<file path="src/rtl/ext_irq_pkg.sv">
package ext_irq_pkg;
  typedef enum logic [1:0] {
    SNS_LOW  = 2'b00,
    SNS_ALT  = 2'b01,
    SNS_FALL = 2'b10,
    SNS_RISE = 2'b11
  } sense_e;

  typedef enum logic [1:0] {
    ADR_SNS_LO = 2'd0,
    ADR_SNS_HI = 2'd1,
    ADR_MASK   = 2'd2,
    ADR_FLAG   = 2'd3
  } reg_addr_e;
endpackage

</file>
<file path="src/rtl/ext_irq_sync.sv">
module ext_irq_sync #(
  parameter int W = 8
) (
  input  logic         clk,
  input  logic         rst_n,
  input  logic [W-1:0] d,
  output logic [W-1:0] cur,
  output logic [W-1:0] prv
);
  logic [W-1:0] meta_q, cur_q, prv_q;

  // idle-high reset so pulled-up pins show no edge after reset
  always_ff @(posedge clk or negedge rst_n) begin
    if (!rst_n) begin
      meta_q <= '1;
      cur_q  <= '1;
      prv_q  <= '1;
    end else begin
      meta_q <= d;
      cur_q  <= meta_q;
      prv_q  <= cur_q;
    end
  end

  assign cur = cur_q;
  assign prv = prv_q;
endmodule

</file>
<file path="src/rtl/ext_irq_detect.sv">
module ext_irq_detect
  import ext_irq_pkg::*;
#(
  parameter int N_LINES     = 8,
  parameter int TOGGLE_FROM = 4
) (
  input  logic [N_LINES-1:0]   cur,
  input  logic [N_LINES-1:0]   prv,
  input  logic [2*N_LINES-1:0] sense,
  output logic [N_LINES-1:0]   edge_ev,
  output logic [N_LINES-1:0]   lvl_mode
);
  for (genvar i = 0; i < N_LINES; i++) begin : g_line
    localparam bit ALT_OK = (i >= TOGGLE_FROM);
    sense_e code;
    assign code = sense_e'(sense[2*i +: 2]);
    always_comb begin
      edge_ev[i]  = 1'b0;
      lvl_mode[i] = 1'b0;
      unique case (code)
        SNS_LOW:  lvl_mode[i] = 1'b1;
        SNS_ALT:  edge_ev[i]  = ALT_OK & (cur[i] ^ prv[i]);
        SNS_FALL: edge_ev[i]  = prv[i] & ~cur[i];
        SNS_RISE: edge_ev[i]  = ~prv[i] & cur[i];
        default:  edge_ev[i]  = 1'b0;
      endcase
    end
  end
endmodule

</file>
<file path="src/rtl/ext_irq_flags.sv">
module ext_irq_flags #(
  parameter int N_LINES = 8
) (
  input  logic               clk,
  input  logic               rst_n,
  input  logic [N_LINES-1:0] edge_ev,
  input  logic [N_LINES-1:0] lvl_mode,
  input  logic [N_LINES-1:0] ack,
  input  logic [N_LINES-1:0] sw_clr,
  output logic [N_LINES-1:0] flag_q
);
  logic [N_LINES-1:0] flag_d;

  // a fresh edge outranks any clear in the same cycle
  assign flag_d = ~lvl_mode & (edge_ev | (flag_q & ~ack & ~sw_clr));

  always_ff @(posedge clk or negedge rst_n) begin
    if (!rst_n) flag_q <= '0;
    else        flag_q <= flag_d;
  end
endmodule

</file>
<file path="src/rtl/ext_irq_unit.sv">
module ext_irq_unit
  import ext_irq_pkg::*;
#(
  parameter int N_LINES     = 8,
  parameter int TOGGLE_FROM = 4
) (
  input  logic               clk,
  input  logic               rst_n,
  input  logic [N_LINES-1:0] pins,
  input  logic [1:0]         reg_addr,
  input  logic               reg_we,
  input  logic [N_LINES-1:0] reg_wdata,
  output logic [N_LINES-1:0] reg_rdata,
  output logic [N_LINES-1:0] irq_req,
  input  logic [N_LINES-1:0] irq_ack,
  output logic [N_LINES-1:0] wake_lvl
);
  localparam int SNS_W = 2 * N_LINES;
  localparam int HALF  = SNS_W / 2;

  logic [SNS_W-1:0]   sense_q;
  logic [N_LINES-1:0] mask_q;
  logic [N_LINES-1:0] cur, prv;
  logic [N_LINES-1:0] edge_ev, lvl_mode, flag_q, sw_clr;
  reg_addr_e          addr;

  assign addr = reg_addr_e'(reg_addr);

  ext_irq_sync #(.W(N_LINES)) u_sync (
    .clk(clk), .rst_n(rst_n), .d(pins), .cur(cur), .prv(prv)
  );

  ext_irq_detect #(.N_LINES(N_LINES), .TOGGLE_FROM(TOGGLE_FROM)) u_det (
    .cur(cur), .prv(prv), .sense(sense_q), .edge_ev(edge_ev), .lvl_mode(lvl_mode)
  );

  assign sw_clr = (reg_we && addr == ADR_FLAG) ? reg_wdata : '0;

  ext_irq_flags #(.N_LINES(N_LINES)) u_flags (
    .clk(clk), .rst_n(rst_n), .edge_ev(edge_ev), .lvl_mode(lvl_mode),
    .ack(irq_ack), .sw_clr(sw_clr), .flag_q(flag_q)
  );

  always_ff @(posedge clk or negedge rst_n) begin
    if (!rst_n) begin
      sense_q <= '0;
      mask_q  <= '0;
    end else if (reg_we) begin
      case (addr)
        ADR_SNS_LO: sense_q[0 +: HALF]    <= reg_wdata[HALF-1:0];
        ADR_SNS_HI: sense_q[HALF +: HALF] <= reg_wdata[HALF-1:0];
        ADR_MASK:   mask_q                <= reg_wdata;
        default: ;
      endcase
    end
  end

  always_comb begin
    case (addr)
      ADR_SNS_LO: reg_rdata = N_LINES'(sense_q[0 +: HALF]);
      ADR_SNS_HI: reg_rdata = N_LINES'(sense_q[HALF +: HALF]);
      ADR_MASK:   reg_rdata = mask_q;
      default:    reg_rdata = flag_q & ~lvl_mode;
    endcase
  end

  assign irq_req  = mask_q & ((lvl_mode & ~cur) | (~lvl_mode & flag_q));
  assign wake_lvl = mask_q & lvl_mode & ~pins;
endmodule

</file>
<file path="config.mk">
export PLATFORM = sky130hd
export DESIGN_NAME = ext_irq_unit
export DESIGN_NICKNAME = d
export VERILOG_FILES = /design/src/rtl/ext_irq_pkg.sv /design/src/rtl/ext_irq_sync.sv /design/src/rtl/ext_irq_detect.sv /design/src/rtl/ext_irq_flags.sv /design/src/rtl/ext_irq_unit.sv
export SDC_FILE = /design/constraint.sdc
export NUM_CORES = 1
export LEC_CHECK = 0
export BUFFER_PORTS_ARGS = -buffer_cell sky130_fd_sc_hd__clkbuf_2
export CAP_MARGIN = 20
export CORE_MARGIN = 5
export CORE_UTILIZATION = 30
export CTS_CLUSTER_DIAMETER = 40
export DETAILED_ROUTE_END_ITERATION = 6
export PLACE_DENSITY_LB_ADDON = 0.12
export SETUP_SLACK_MARGIN = 0.1
export SYNTH_ARGS = -nofsm -noshare
export SYNTH_HDL_FRONTEND = slang
export SYNTH_SLANG_ARGS = --single-unit
</file>
<file path="constraint.sdc">
create_clock -name clk -period 2.2 [get_ports clk]
set_input_delay 0.66 -clock clk [delete_from_list [all_inputs] [get_ports clk]]
set_output_delay 0.66 -clock clk [all_outputs]
set_load 0.02 [all_outputs]
</file>
==> key figures, run 1 <==
Routing
  – DR vias: ~1.9k
  – DRC viols: 0
  – First-pass detailed-route iteration total: 4
  – DR WL/cell: ~17 um
  – Via-to-Cell Ratio: 4.808
  – Total Routed Length: approximately 6.6 mm
  – ANT nets after route: 0
  – Initial DRC count: 99

Timing
  – Fmax: 443.8 MHz
  – Clk_skew: 0.005083 ns
  – Minimum clock period: between 2 and 2.5 ns
  – Worst-Margin Slew: 0.3087 ns
  – Max Slew Vio Count: 0
  – Fin. Hold Viols: 0
  – RSZ-0062 raised after global routing: true
  – Final setup slack of the worst path: -0.05306 ns
  – Slew headroom: 0.7942
  – Setup violators final: 7
  – Total negative setup slack: -0.2328 ns
  – Worst hold margin: 0.3570 ns
  – Final period utilization: 1.024

Setup path
  – WP data required: approximately 1.5 ns
  – CP Capture Type: output pin
  – Critical Path AT: approximately 1.6 ns
  – CP Class: input pin to output pin
  – Crit-path max FO: 6
  – Crit path max-delay cell type: mux4_2
  – Kind of start point of the critical path: input pin
  – Crit path cell chain: clkbuf_16 > buf_12 > mux4_2 > buf_8
  – Crit-path max cell delay: 0.53 ns

Final layout
  – Share of cells above drive strength 1: 0.5901
  – Fin nets: 320
  – Non-Filler Cell Area, Final: ~0.0036 mm^2
  – Area growth, synth to finish: 36.31%
  – Commonest non-fill, non-tap cell in the layout: clkbuf_2
  – Diode count: 0
  – Commonest cells after routing, fill and taps aside: 34 x clkbuf_2, 33 x buf_4, 30 x dfrtp_1

Power and ir drop
  – Total design power: 2.830 mW
  – Static Leakage: 1.634 nW
  – IR drop worst, VDD: 325.5 uV
  – Pwr per Cell Area: 784.4 mW/mm^2

CTS
  – Root Driver: clkbuf_8
  – Clock Path Buffers: 2
  – Worst skew pair latency: 0.30 ns
  – Hold Buf Count CTS: 0
  – CTS tree: yes
  – Clk slew on worst S/H paths: 0.10 ns
  – Inserted Clock Buffers: 5
  – CTS Sinks: 56
  – H-tree depth: 2

Synthesis
  – Mapped Area: 0.002646 mm^2
  – Yosys top cell area share: 0.3026
  – Post-synthesis sequential area ratio: 0.5409
  – Syn_nets: 230
  – Netlist cell types: 28
  – Synth area leaders: dfrtp_1 30%, dfstp_2 24%, mux2_2 11%, mux4_1 7.9%, o21a_1 4.5%
  – Avg Cell Area, Syn: 13.71 um^2
  – Synth Warn #: 0
  – Synthesis-stage register bit count: 56
  – Synth area leader: dfrtp_1
  – Post-synthesis cell count: 193

Global routing
  – Largest net degree at the start of global routing: 57
  – Total track usage: 0.1245
  – Number of global-route vias before repair: roughly 2.1k
  – First-pass GRT wire length: roughly 11 mm
  – GRT overflow: 0
  – Initial antenna violation count: 0

Placed design
  – IO buf count: 52
  – Gp weighted congestion: between 0.7 and 0.8
  – Placed wire-length estimate: between 4 and 5 mm
  – Dpl cell area: 0.003192 mm^2

Status
  – Violated checks: setup timing
  – Status: finished, violations left

Run
  – Number of max-cap violations: 0

Die
  – Die X: 103.9 um
  – Die area: 0.01080 mm^2
  – Core area: 0.008678 mm^2
  – Starting Density: 0.3049
  – # rows: 34
  – Top Ports: between 50 and 60
  – Die H: 103.9 um

Hold path
  – Hold WC Path Type: input pin to asynchronous set/reset pin
cell usage after synthesis:
cell type and instances:
dfrtp_1 32, mux2_2 25, dfstp_2 24, o21a_1 16, inv_1 15, nand2_1 13
ha_1 8, mux4_1 8, nor3_1 8, nor4b_1 8, a32o_1 6, nand2b_1 4
o22ai_1 4, a211oi_1 2, a21o_1 2, buf_2 2, clkbuf_1 2, nor2_1 2
o211ai_1 2, o21ai_0 2, a211o_1 1, a221o_1 1, and3_2 1, buf_6 1
mux2i_1 1, nand3b_2 1, nand3b_4 1, nor3b_4 1
sequential cells by signal (all words and copies together), names as in the netlist:
register and count:
mask_q 8, sense_q 16, u_flags.flag_q 8, u_sync.cur 8, u_sync.meta_q 8, u_sync.prv 8
through the flow:
stage            util  setup WS [ns]  cells
6_report       0.4157       -0.05306    391
5_1_grt        0.4157        -0.1112    391
4_1_cts        0.4024       -0.07661    387
3_5_place_dp   0.3678        -0.1617    369
3_3_place_gp   0.3678        -0.1568    369
2_1_floorplan       -        0.08693    193
final cells by class:
cell class / count / area, um^2
Clock inverter: 2 / 12.51
Tap cell: 108 / 135.1
Multi-Input combinational cell: 117 / 1179
Timing Repair Buffer: 88 / 721.9
Fill cell: 844 / 5071
Inverter: 15 / 56.30
Sequential cell: 56 / 1434
Clock buffer: 5 / 68.82
critical path, delay by kind of cell:
kind,cells,cell delay [ns]
buf+inv,3,0.40
mux,1,0.53
final timing paths:
kind / startpoint / end / slack (ns) / depth (start not counted)
max in group asynchronous: rst_n / u_sync.prv[0] / 1.55 / 2
min: rst_n / u_flags.flag_q[3] / 0.36 / 2
max reg2reg: u_sync.cur[6] / u_flags.flag_q[6] / 0.68 / 4
max: reg_addr[1] / reg_rdata[1] / -0.05 / 4
min reg2reg: u_sync.meta_q[7] / u_sync.cur[7] / 0.36 / 0
min in group clk: u_sync.meta_q[7] / u_sync.cur[7] / 0.36 / 0
power breakdown:
group | internal [mW] | leakage (nW) | switching [mW]
logic | 0.553 | 0.957 | 0.451
registers | 1.19 | 0.636 | 0.0909
clock network | 0.217 | 0.0400 | 0.329
cell families after synthesis:
group,after synthesis,synth area share
DFF,56,0.5409
and+or+nand+nor,39,0.09409
AOI/OAI and AO/OA,36,0.1054
muxes,34,0.1896
buffers and inverters,20,0.03215
adders and majority gates,8,0.03783
timing repair:
action / CTS / global route
gates resized for setup: 41 / 30
pin swaps: 8 / 11
setup endpoints to repair: 10 / 18
setup buffers: 10 / 5
cloned: 1 / 0
per-layer routing:
layer | part of all wire | routed length, um | global-route usage
met1 | 0.48 | 3179 | 0.1673
met2 | 0.48 | 3178 | 0.2008
met3 | 0.033 | 215 | 0.03600
met4 | 0.0062 | 41 | 0.02498
met5 | 0 | 0 | 0
Power figures use the tool's default switching activity.
==> run 2, diff against run 1 <==
--- a/config.mk
+++ b/config.mk
@@ -11,7 +11,7 @@
 export CORE_UTILIZATION = 30
 export CTS_CLUSTER_DIAMETER = 40
 export DETAILED_ROUTE_END_ITERATION = 6
-export PLACE_DENSITY_LB_ADDON = 0.12
+export PLACE_DENSITY = 0.53
 export SETUP_SLACK_MARGIN = 0.1
 export SYNTH_ARGS = -nofsm -noshare
 export SYNTH_HDL_FRONTEND = slang
==> key figures, run 2 (synthesis gave the netlist of run 1 again) <==
Status
  – Status: finished, violations left (unchanged)
  – Violated checks: setup timing (unchanged)

Power and ir drop
  – Switching share of power: 0.2980 (was 0.3080)
  – Switching power: 885.9 uW (was 871.4 uW)
  – IR drop worst, VDD: 280.4 uV (was 325.5 uV)
  – Clock power frac: 0.227 (was 0.193)
  – Comb power frac: 0.343 (was 0.355)
  – Internal Pwr Total: 2.087 mW (was 1.958 mW)
  – Reg power frac: 0.430 (was 0.452)
  – Pwr per Cell Area: 807.4 mW/mm^2 (was 784.4 mW/mm^2)
  – Static Leakage: 1.662 nW (was 1.634 nW)
  – Total design power: 2.973 mW (was 2.830 mW)

Routing
  – Via-to-Cell Ratio: 4.867 (was 4.808)
  – DR vias: 1908 (was 1880)
  – ANT nets after route: 0 (unchanged)
  – Initial DRC count: 47 (was 99)
  – First-pass detailed-route iteration total: 3 (was 4)
  – DR WL/cell: 16.43 um (was 16.92 um)
  – Total Routed Length: 6.439 mm (was 6.615 mm)
  – DRC viols: 0 (unchanged)

Placed design
  – Inst Count DP: 370 (was 369)
  – Dpl cell area: 0.003212 mm^2 (was 0.003192 mm^2)
  – IO buf count: 52 (unchanged)
  – Gp weighted congestion: 0.7287 (was 0.7572)
  – Setup WS pre-CTS: -0.1444 ns (was -0.1617 ns)
  – Placed wire-length estimate: 4.550 mm (was 4.476 mm)

Die
  – Die H: 103.9 um (unchanged)
  – Starting Density: 0.3049 (unchanged)
  – Top Ports: 53 (unchanged)
  – Die X: 103.9 um (unchanged)
  – Die area: 0.01080 mm^2 (unchanged)
  – # rows: 34 (unchanged)
  – Core area: 0.008678 mm^2 (unchanged)

Global routing
  – GRT overflow: 0 (unchanged)
  – Initial antenna violation count: 0 (unchanged)
  – Number of global-route vias before repair: 2045 (was 2055)
  – Largest net degree at the start of global routing: 57 (unchanged)
  – First-pass GRT wire length: 10.78 mm (was 10.81 mm)
  – Total track usage: 0.1236 (was 0.1245)

CTS
  – Root Driver: clkbuf_8 (unchanged)
  – CTS Sinks: 56 (unchanged)
  – Clk slew on worst S/H paths: 0.10 ns (about the same)
  – H-tree depth: 2 (unchanged)
  – Hold Buf Count CTS: 0 (unchanged)
  – Worst skew pair latency: 0.31 ns (was 0.30 ns)
  – Inserted Clock Buffers: 5 (unchanged)
  – CTS tree: yes (unchanged)
  – Clock Path Buffers: 2 (unchanged)

Timing
  – Fin. Hold Viols: 0 (unchanged)
  – Max Slew Vio Count: 0 (unchanged)
  – Setup violators final: 8 (was 7)
  – Slew headroom: 0.8004 (was 0.7942)
  – Worst-Margin Slew: 0.2993 ns (was 0.3087 ns)
  – Final period utilization: 1.021 (was 1.024)
  – Minimum clock period: 2.246 ns (was 2.253 ns)
  – Fmax: 445.3 MHz (was 443.8 MHz)
  – Total negative setup slack: -0.1833 ns (was -0.2328 ns)
  – Clk_skew: 0.007566 ns (was 0.005083 ns)
  – Worst hold margin: 0.3421 ns (was 0.3570 ns)
  – RSZ-0062 raised after global routing: true (unchanged)
  – Final setup slack of the worst path: -0.04587 ns (was -0.05306 ns)

Final layout
  – Max reg flops: 16 (unchanged)
  – Fill cell count: 851 (was 844)
  – Area growth, synth to finish: 39.15% (was 36.31%)
  – Commonest non-fill, non-tap cell in the layout: buf_4 (was clkbuf_2)
  – Commonest cells after routing, fill and taps aside: 36 x buf_4, 30 x dfrtp_1, 29 x clkbuf_2 (was 34 x clkbuf_2, 33 x buf_4, 30 x dfrtp_1)
  – Share of cells above drive strength 1: 0.6056 (was 0.5901)
  – Layout Cells excl Fill: 392 (was 391)
  – Reg with most FFs: sense_q (unchanged)
  – Non-Filler Cell Area, Final: 0.003682 mm^2 (was 0.003607 mm^2)
  – Diode count: 0 (unchanged)
  – Fin nets: 320 (unchanged)
  – Final core utilization: 0.4243 (was 0.4157)

Setup path
  – CP Class: input pin to output pin (unchanged)
  – Kind of start point of the critical path: input pin (unchanged)
  – CP Capture Type: output pin (unchanged)
  – Critical Path AT: 1.59 ns (about the same)
  – Crit-path max FO: 5 (was 6)
  – WP data required: 1.54 ns (about the same)

Run
  – Number of max-cap violations: 0 (unchanged)

Hold path
  – Hold WC Path Type: input pin to asynchronous set/reset pin (unchanged)
[run 2: layout make-up]
type	instances	area [um^2]	share of cell area
sequential	56	1434	0.3894
multi-input combinational	117	1210	0.3286
timing repair buffer	88	735.7	0.1998
tap	108	135.1	0.03670
clock buffer	5	68.82	0.01869
inverter	15	56.30	0.01529
clock inverter	3	42.54	0.01155
[run 2: timing repair]
action                                  4_1_cts  5_1_grt
pin swaps                                     8        8
endpoints found under the setup margin       12       23
endpoints found under the hold margin         0        0
resized for setup                            37       46
cloned                                        1        0
buffers inserted                             12        5
[run 2: worst paths after layout]
kind	start	to	slack (ns)	cells past startpoint
hold / removal	rst_n	u_flags.flag_q[7]	0.34	2
setup reg to reg	u_sync.cur[6]	u_flags.flag_q[6]	0.68	4
setup / recovery	reg_addr[1]	reg_rdata[1]	-0.05	4
max in group asynchronous	rst_n	u_sync.prv[0]	1.56	2
min in group clk	u_sync.meta_q[4]	u_sync.cur[4]	0.35	0
hold reg to reg	u_sync.meta_q[4]	u_sync.cur[4]	0.35	0
[run 2: power by group through the flow]
stage	combinational, mW	clock (mW)	sequential (mW)
CTS	0.944	0.706	1.28
global placement	0.764	0	1.30
floorplan	0.441	0	1.30
detailed placement	0.771	0	1.30
finish	1.02	0.674	1.28
global route	1.10	0.747	1.30
[run 2: critical path: stages]
cell       delay (ns)
clkbuf_16        0.12
buf_12           0.12
mux4_2           0.53
buf_8            0.15
[run 2: routing by layer]
| metal | GRT usage | vias up | share of wire |
|---|---|---|---|
| met4 | 0.03053 | 0 | 0.011 |
| met3 | 0.03042 | 8 | 0.037 |
| met2 | 0.2008 | 35 | 0.49 |
| met1 | 0.1657 | 974 | 0.46 |
| li1 | - | 891 | - |
| met5 | 0 | - | 0 |
==> run 3, diff against run 2 <==
--- a/config.mk
+++ b/config.mk
@@ -7,7 +7,6 @@
 export LEC_CHECK = 0
 export BUFFER_PORTS_ARGS = -buffer_cell sky130_fd_sc_hd__clkbuf_2
 export CAP_MARGIN = 20
-export CORE_MARGIN = 5
 export CORE_UTILIZATION = 30
 export CTS_CLUSTER_DIAMETER = 40
 export DETAILED_ROUTE_END_ITERATION = 6
@@ -15,4 +14,5 @@
 export SETUP_SLACK_MARGIN = 0.1
 export SYNTH_ARGS = -nofsm -noshare
 export SYNTH_HDL_FRONTEND = slang
+export SYNTH_HIERARCHICAL = 1
 export SYNTH_SLANG_ARGS = --single-unit
==> key figures, run 3 <==
Synthesis
  – Netlist cell types: 24 (was 28)
  – Yosys top cell area share: 0.2909 (was 0.3026)
  – Ys flop type: dfrtp_1 (unchanged)
  – Avg Cell Area, Syn: 12.63 um^2 (was 13.71 um^2)
  – Synthesis-stage register bit count: 56 (unchanged)
  – Simple-Gate Fraction of Synth Area: 0.1755 (was 0.09409)
  – Synth Warn #: 6 (was 0)
  – Mux cell area share after synthesis: 0.1705 (was 0.1896)
  – Synth area leader: dfrtp_1 (unchanged)
  – Post-synthesis cell count: 218 (was 193)
  – Synth area leaders: dfrtp_1 29%, dfstp_2 23%, mux2_2 9.8%, mux4_1 4.8%, or3b_1 3.8% (was dfrtp_1 30%, dfstp_2 24%, mux2_2 11%, mux4_1 7.9%, o21a_1 4.5%)
  – Synthesized-area fraction occupied by xor and xnor cells: 0 (unchanged)
  – Post-synthesis sequential area ratio: 0.5200 (was 0.5409)
  – Combinational family with the most area after synthesis: simple AND/OR/NAND/NOR gates (was multiplexers)
  – Fraction of registers with async set/reset: 1.000 (unchanged)
  – Syn_nets: 255 (was 230)
  – Post-synth top cells: 32 x dfrtp_1, 24 x dfstp_2, 24 x mux2_2 (was 32 x dfrtp_1, 25 x mux2_2, 24 x dfstp_2)
  – Synth Area in Compound Gates: 0.06909 (was 0.1054)
  – Mapped Area: 0.002753 mm^2 (was 0.002646 mm^2)
  – Post-Synth Adder-Cell Area: 0.03636 (was 0.03783)
  – Post-synth EDFFs: 0 (unchanged)
  – Cell with the most instances after synthesis: dfrtp_1 (unchanged)

CTS
  – Clock Path Buffers: 2 (unchanged)
  – Inserted Clock Buffers: 5 (unchanged)
  – CTS Sinks: 56 (unchanged)
  – Hold Buf Count CTS: 0 (unchanged)
  – Root Driver: clkbuf_8 (unchanged)
  – H-tree depth: 2 (unchanged)
  – Worst skew pair latency: 0.31 ns (about the same)
  – Clk slew on worst S/H paths: 0.11 ns (was 0.10 ns)
  – CTS tree: yes (unchanged)

Global routing
  – Met2 GRT Util: 0.2182 (was 0.2008)
  – GR Util met1: 0.1872 (was 0.1657)
  – GRT met3 Usage: 0.02935 (was 0.03042)
  – Largest net degree at the start of global routing: 57 (unchanged)
  – Total track usage: 0.1371 (was 0.1236)
  – First-pass GRT wire length: 10.14 mm (was 10.78 mm)
  – Number of global-route vias before repair: 1965 (was 2045)
  – Gr busiest metal: met2 (unchanged)
  – GRT overflow: 0 (unchanged)
  – Initial antenna violation count: 0 (unchanged)

Timing
  – RSZ-0062 raised after global routing: true (unchanged)
  – Worst-Margin Slew: 0.3952 ns (was 0.2993 ns)
  – Slew headroom: 0.7365 (was 0.8004)
  – Max Slew Vio Count: 0 (unchanged)
  – Total negative setup slack: -0.2249 ns (was -0.1833 ns)
  – Setup violators final: 7 (was 8)
  – Final setup slack of the worst path: -0.06346 ns (was -0.04587 ns)
  – Final period utilization: 1.029 (was 1.021)
  – Fin. Hold Viols: 0 (unchanged)
  – Fmax: 441.8 MHz (was 445.3 MHz)
  – Clk_skew: 0.008742 ns (was 0.007566 ns)
  – Worst hold margin: 0.3445 ns (was 0.3421 ns)
  – Minimum clock period: 2.263 ns (was 2.246 ns)

Setup path
  – CP Capture Type: output pin (unchanged)
  – WP data required: 1.54 ns (about the same)
  – Critical Path AT: 1.60 ns (was 1.59 ns)
  – CP Class: input pin to output pin (unchanged)
  – Crit-path max FO: 5 (unchanged)
  – Crit path max-delay cell type: mux4_2 (unchanged)
  – Crit path from: reg_addr[0] (was reg_addr[1])
  – Reg2reg start: u_sync/cur[4] (was u_sync.cur[6])
  – Crit path cell chain: clkbuf_16 > buf_12 > mux4_2 > buf_8 (unchanged)
  – Kind of start point of the critical path: input pin (unchanged)
  – Crit-path max cell delay: 0.54 ns (was 0.53 ns)

Power and ir drop
  – Reg power frac: 0.441 (was 0.430)
  – Static Leakage: 1.747 nW (was 1.662 nW)
  – Switching power: 865.7 uW (was 885.9 uW)
  – Switching share of power: 0.2943 (was 0.2980)
  – Comb power frac: 0.330 (was 0.343)
  – IR drop worst, VDD: 426.1 uV (was 280.4 uV)
  – Internal Pwr Total: 2.075 mW (was 2.087 mW)
  – Pwr per Cell Area: 793.0 mW/mm^2 (was 807.4 mW/mm^2)
  – Clock power frac: 0.229 (was 0.227)

Die
  – Die H: 97.79 um (was 103.9 um)
  – Die area: 0.009563 mm^2 (was 0.01080 mm^2)
  – Die X: 97.79 um (was 103.9 um)
  – # rows: 34 (unchanged)
  – Starting Density: 0.3126 (was 0.3049)
  – Top Ports: 53 (unchanged)
  – Core area: 0.008806 mm^2 (was 0.008678 mm^2)

Final layout
  – Fin nets: 347 (was 320)
  – Reg with most FFs: sense_q (unchanged)
  – Share of cells above drive strength 1: 0.5305 (was 0.6056)
  – Area growth, synth to finish: 34.73% (was 39.15%)
  – Commonest non-fill, non-tap cell in the layout: clkbuf_2 (was buf_4)
  – Fill cell count: 847 (was 851)
  – Diode count: 0 (unchanged)
  – Max reg flops: 16 (unchanged)
  – Commonest cells after routing, fill and taps aside: 37 x clkbuf_2, 31 x dfrtp_1, 29 x buf_4 (was 36 x buf_4, 30 x dfrtp_1, 29 x clkbuf_2)
  – Layout Cells excl Fill: 419 (was 392)

Placed design
  – IO buf count: 52 (unchanged)
  – Gp weighted congestion: 0.7326 (was 0.7287)
  – Placed wire-length estimate: 4.294 mm (was 4.550 mm)
  – Inst Count DP: 397 (was 370)

Status
  – Status: finished, violations left (unchanged)
  – Violated checks: DRC, setup timing (was setup timing)

Run
  – Number of max-cap violations: 0 (unchanged)

Routing
  – Total Routed Length: 6.101 mm (was 6.439 mm)
  – First-pass detailed-route iteration total: 6 (was 3)
  – Via-to-Cell Ratio: 4.652 (was 4.867)
  – DR WL/cell: 14.56 um (was 16.43 um)
  – DR vias: 1949 (was 1908)
  – ANT nets after route: 0 (unchanged)
  – DRC viols: 7 (was 0)
  – Initial DRC count: 92 (was 47)

Hold path
  – Hold WC Path Type: input pin to asynchronous set/reset pin (unchanged)
-- run 3: stage by stage --
step                        util  total power, mW  area [um^2]  setup WS (ns)
after floorplan                -            1.760         2753        0.08461
after global placement    0.3789            2.081         3337        -0.1341
after detailed placement  0.3789            2.094         3337        -0.1394
after CTS                 0.4085            2.889         3597       -0.07378
after global routing      0.4211            3.126         3709       -0.09574
final                     0.4211            2.941         3709       -0.06346
-- run 3: power by group through the flow --
stage | clock, mW | sequential [mW] | combinational, mW
2_1_floorplan | 0 | 1.29 | 0.471
3_3_place_gp | 0 | 1.32 | 0.763
3_5_place_dp | 0 | 1.32 | 0.773
4_1_cts | 0.702 | 1.30 | 0.889
5_1_grt | 0.750 | 1.32 | 1.06
6_report | 0.673 | 1.30 | 0.970
-- run 3: kinds of logic (layout without fill, tap and decap cells) --
family,count (synthesis),in the layout
flip-flops,56,56
buffers and inverters,18,111
multiplexers,32,32
AO/OA/AOI/OAI,24,24
adder cells (fa/ha/maj),8,8
AND/OR/NAND/NOR,80,80
-- run 3: final cells by class --
class	instances	area, um^2	share of cell area
repair buffers	87	720.7	0.1943
clock buffers	5	68.82	0.01856
multi-input cells	144	1249	0.3367
flip-flops and latches	56	1433	0.3863
well taps	108	135.1	0.03644
clock inverters	3	42.54	0.01147
inverters	16	60.06	0.01619
-- run 3: worst max-delay path: cells and delay by family --
family	cells	cell delay (ns)
multiplexers	1	0.54
buffers and inverters	3	0.40
-- run 3: final timing paths --
path / slack [ns] / end / cells past startpoint
worst max-delay path: -0.06 / reg_rdata[3] / 4
worst min-delay path: 0.34 / sense_q[9] / 2
worst max register to register: 0.78 / u_flags/flag_q[4] / 6
worst min register to register: 0.36 / u_sync/cur[7] / 0
max in group asynchronous: 1.56 / u_sync/cur[5] / 2
min in group clk: 0.36 / u_sync/cur[7] / 0
-- run 3: what timing repair did --
action	4_1_cts	5_1_grt
buffers inserted	7	6
pin swaps	2	8
hold endpoints to repair	0	0
resized for setup	27	34
endpoints found under the setup margin	8	8
gates cloned	1	0
-- run 3: routing by layer --
| metal | up-vias | wire (um) |
|---|---|---|
| met1 | 963 | 2988 |
| met5 | - | 0 |
| met3 | 7 | 199 |
| met2 | 35 | 2827 |
| met4 | 0 | 85 |
| li1 | 944 | - |
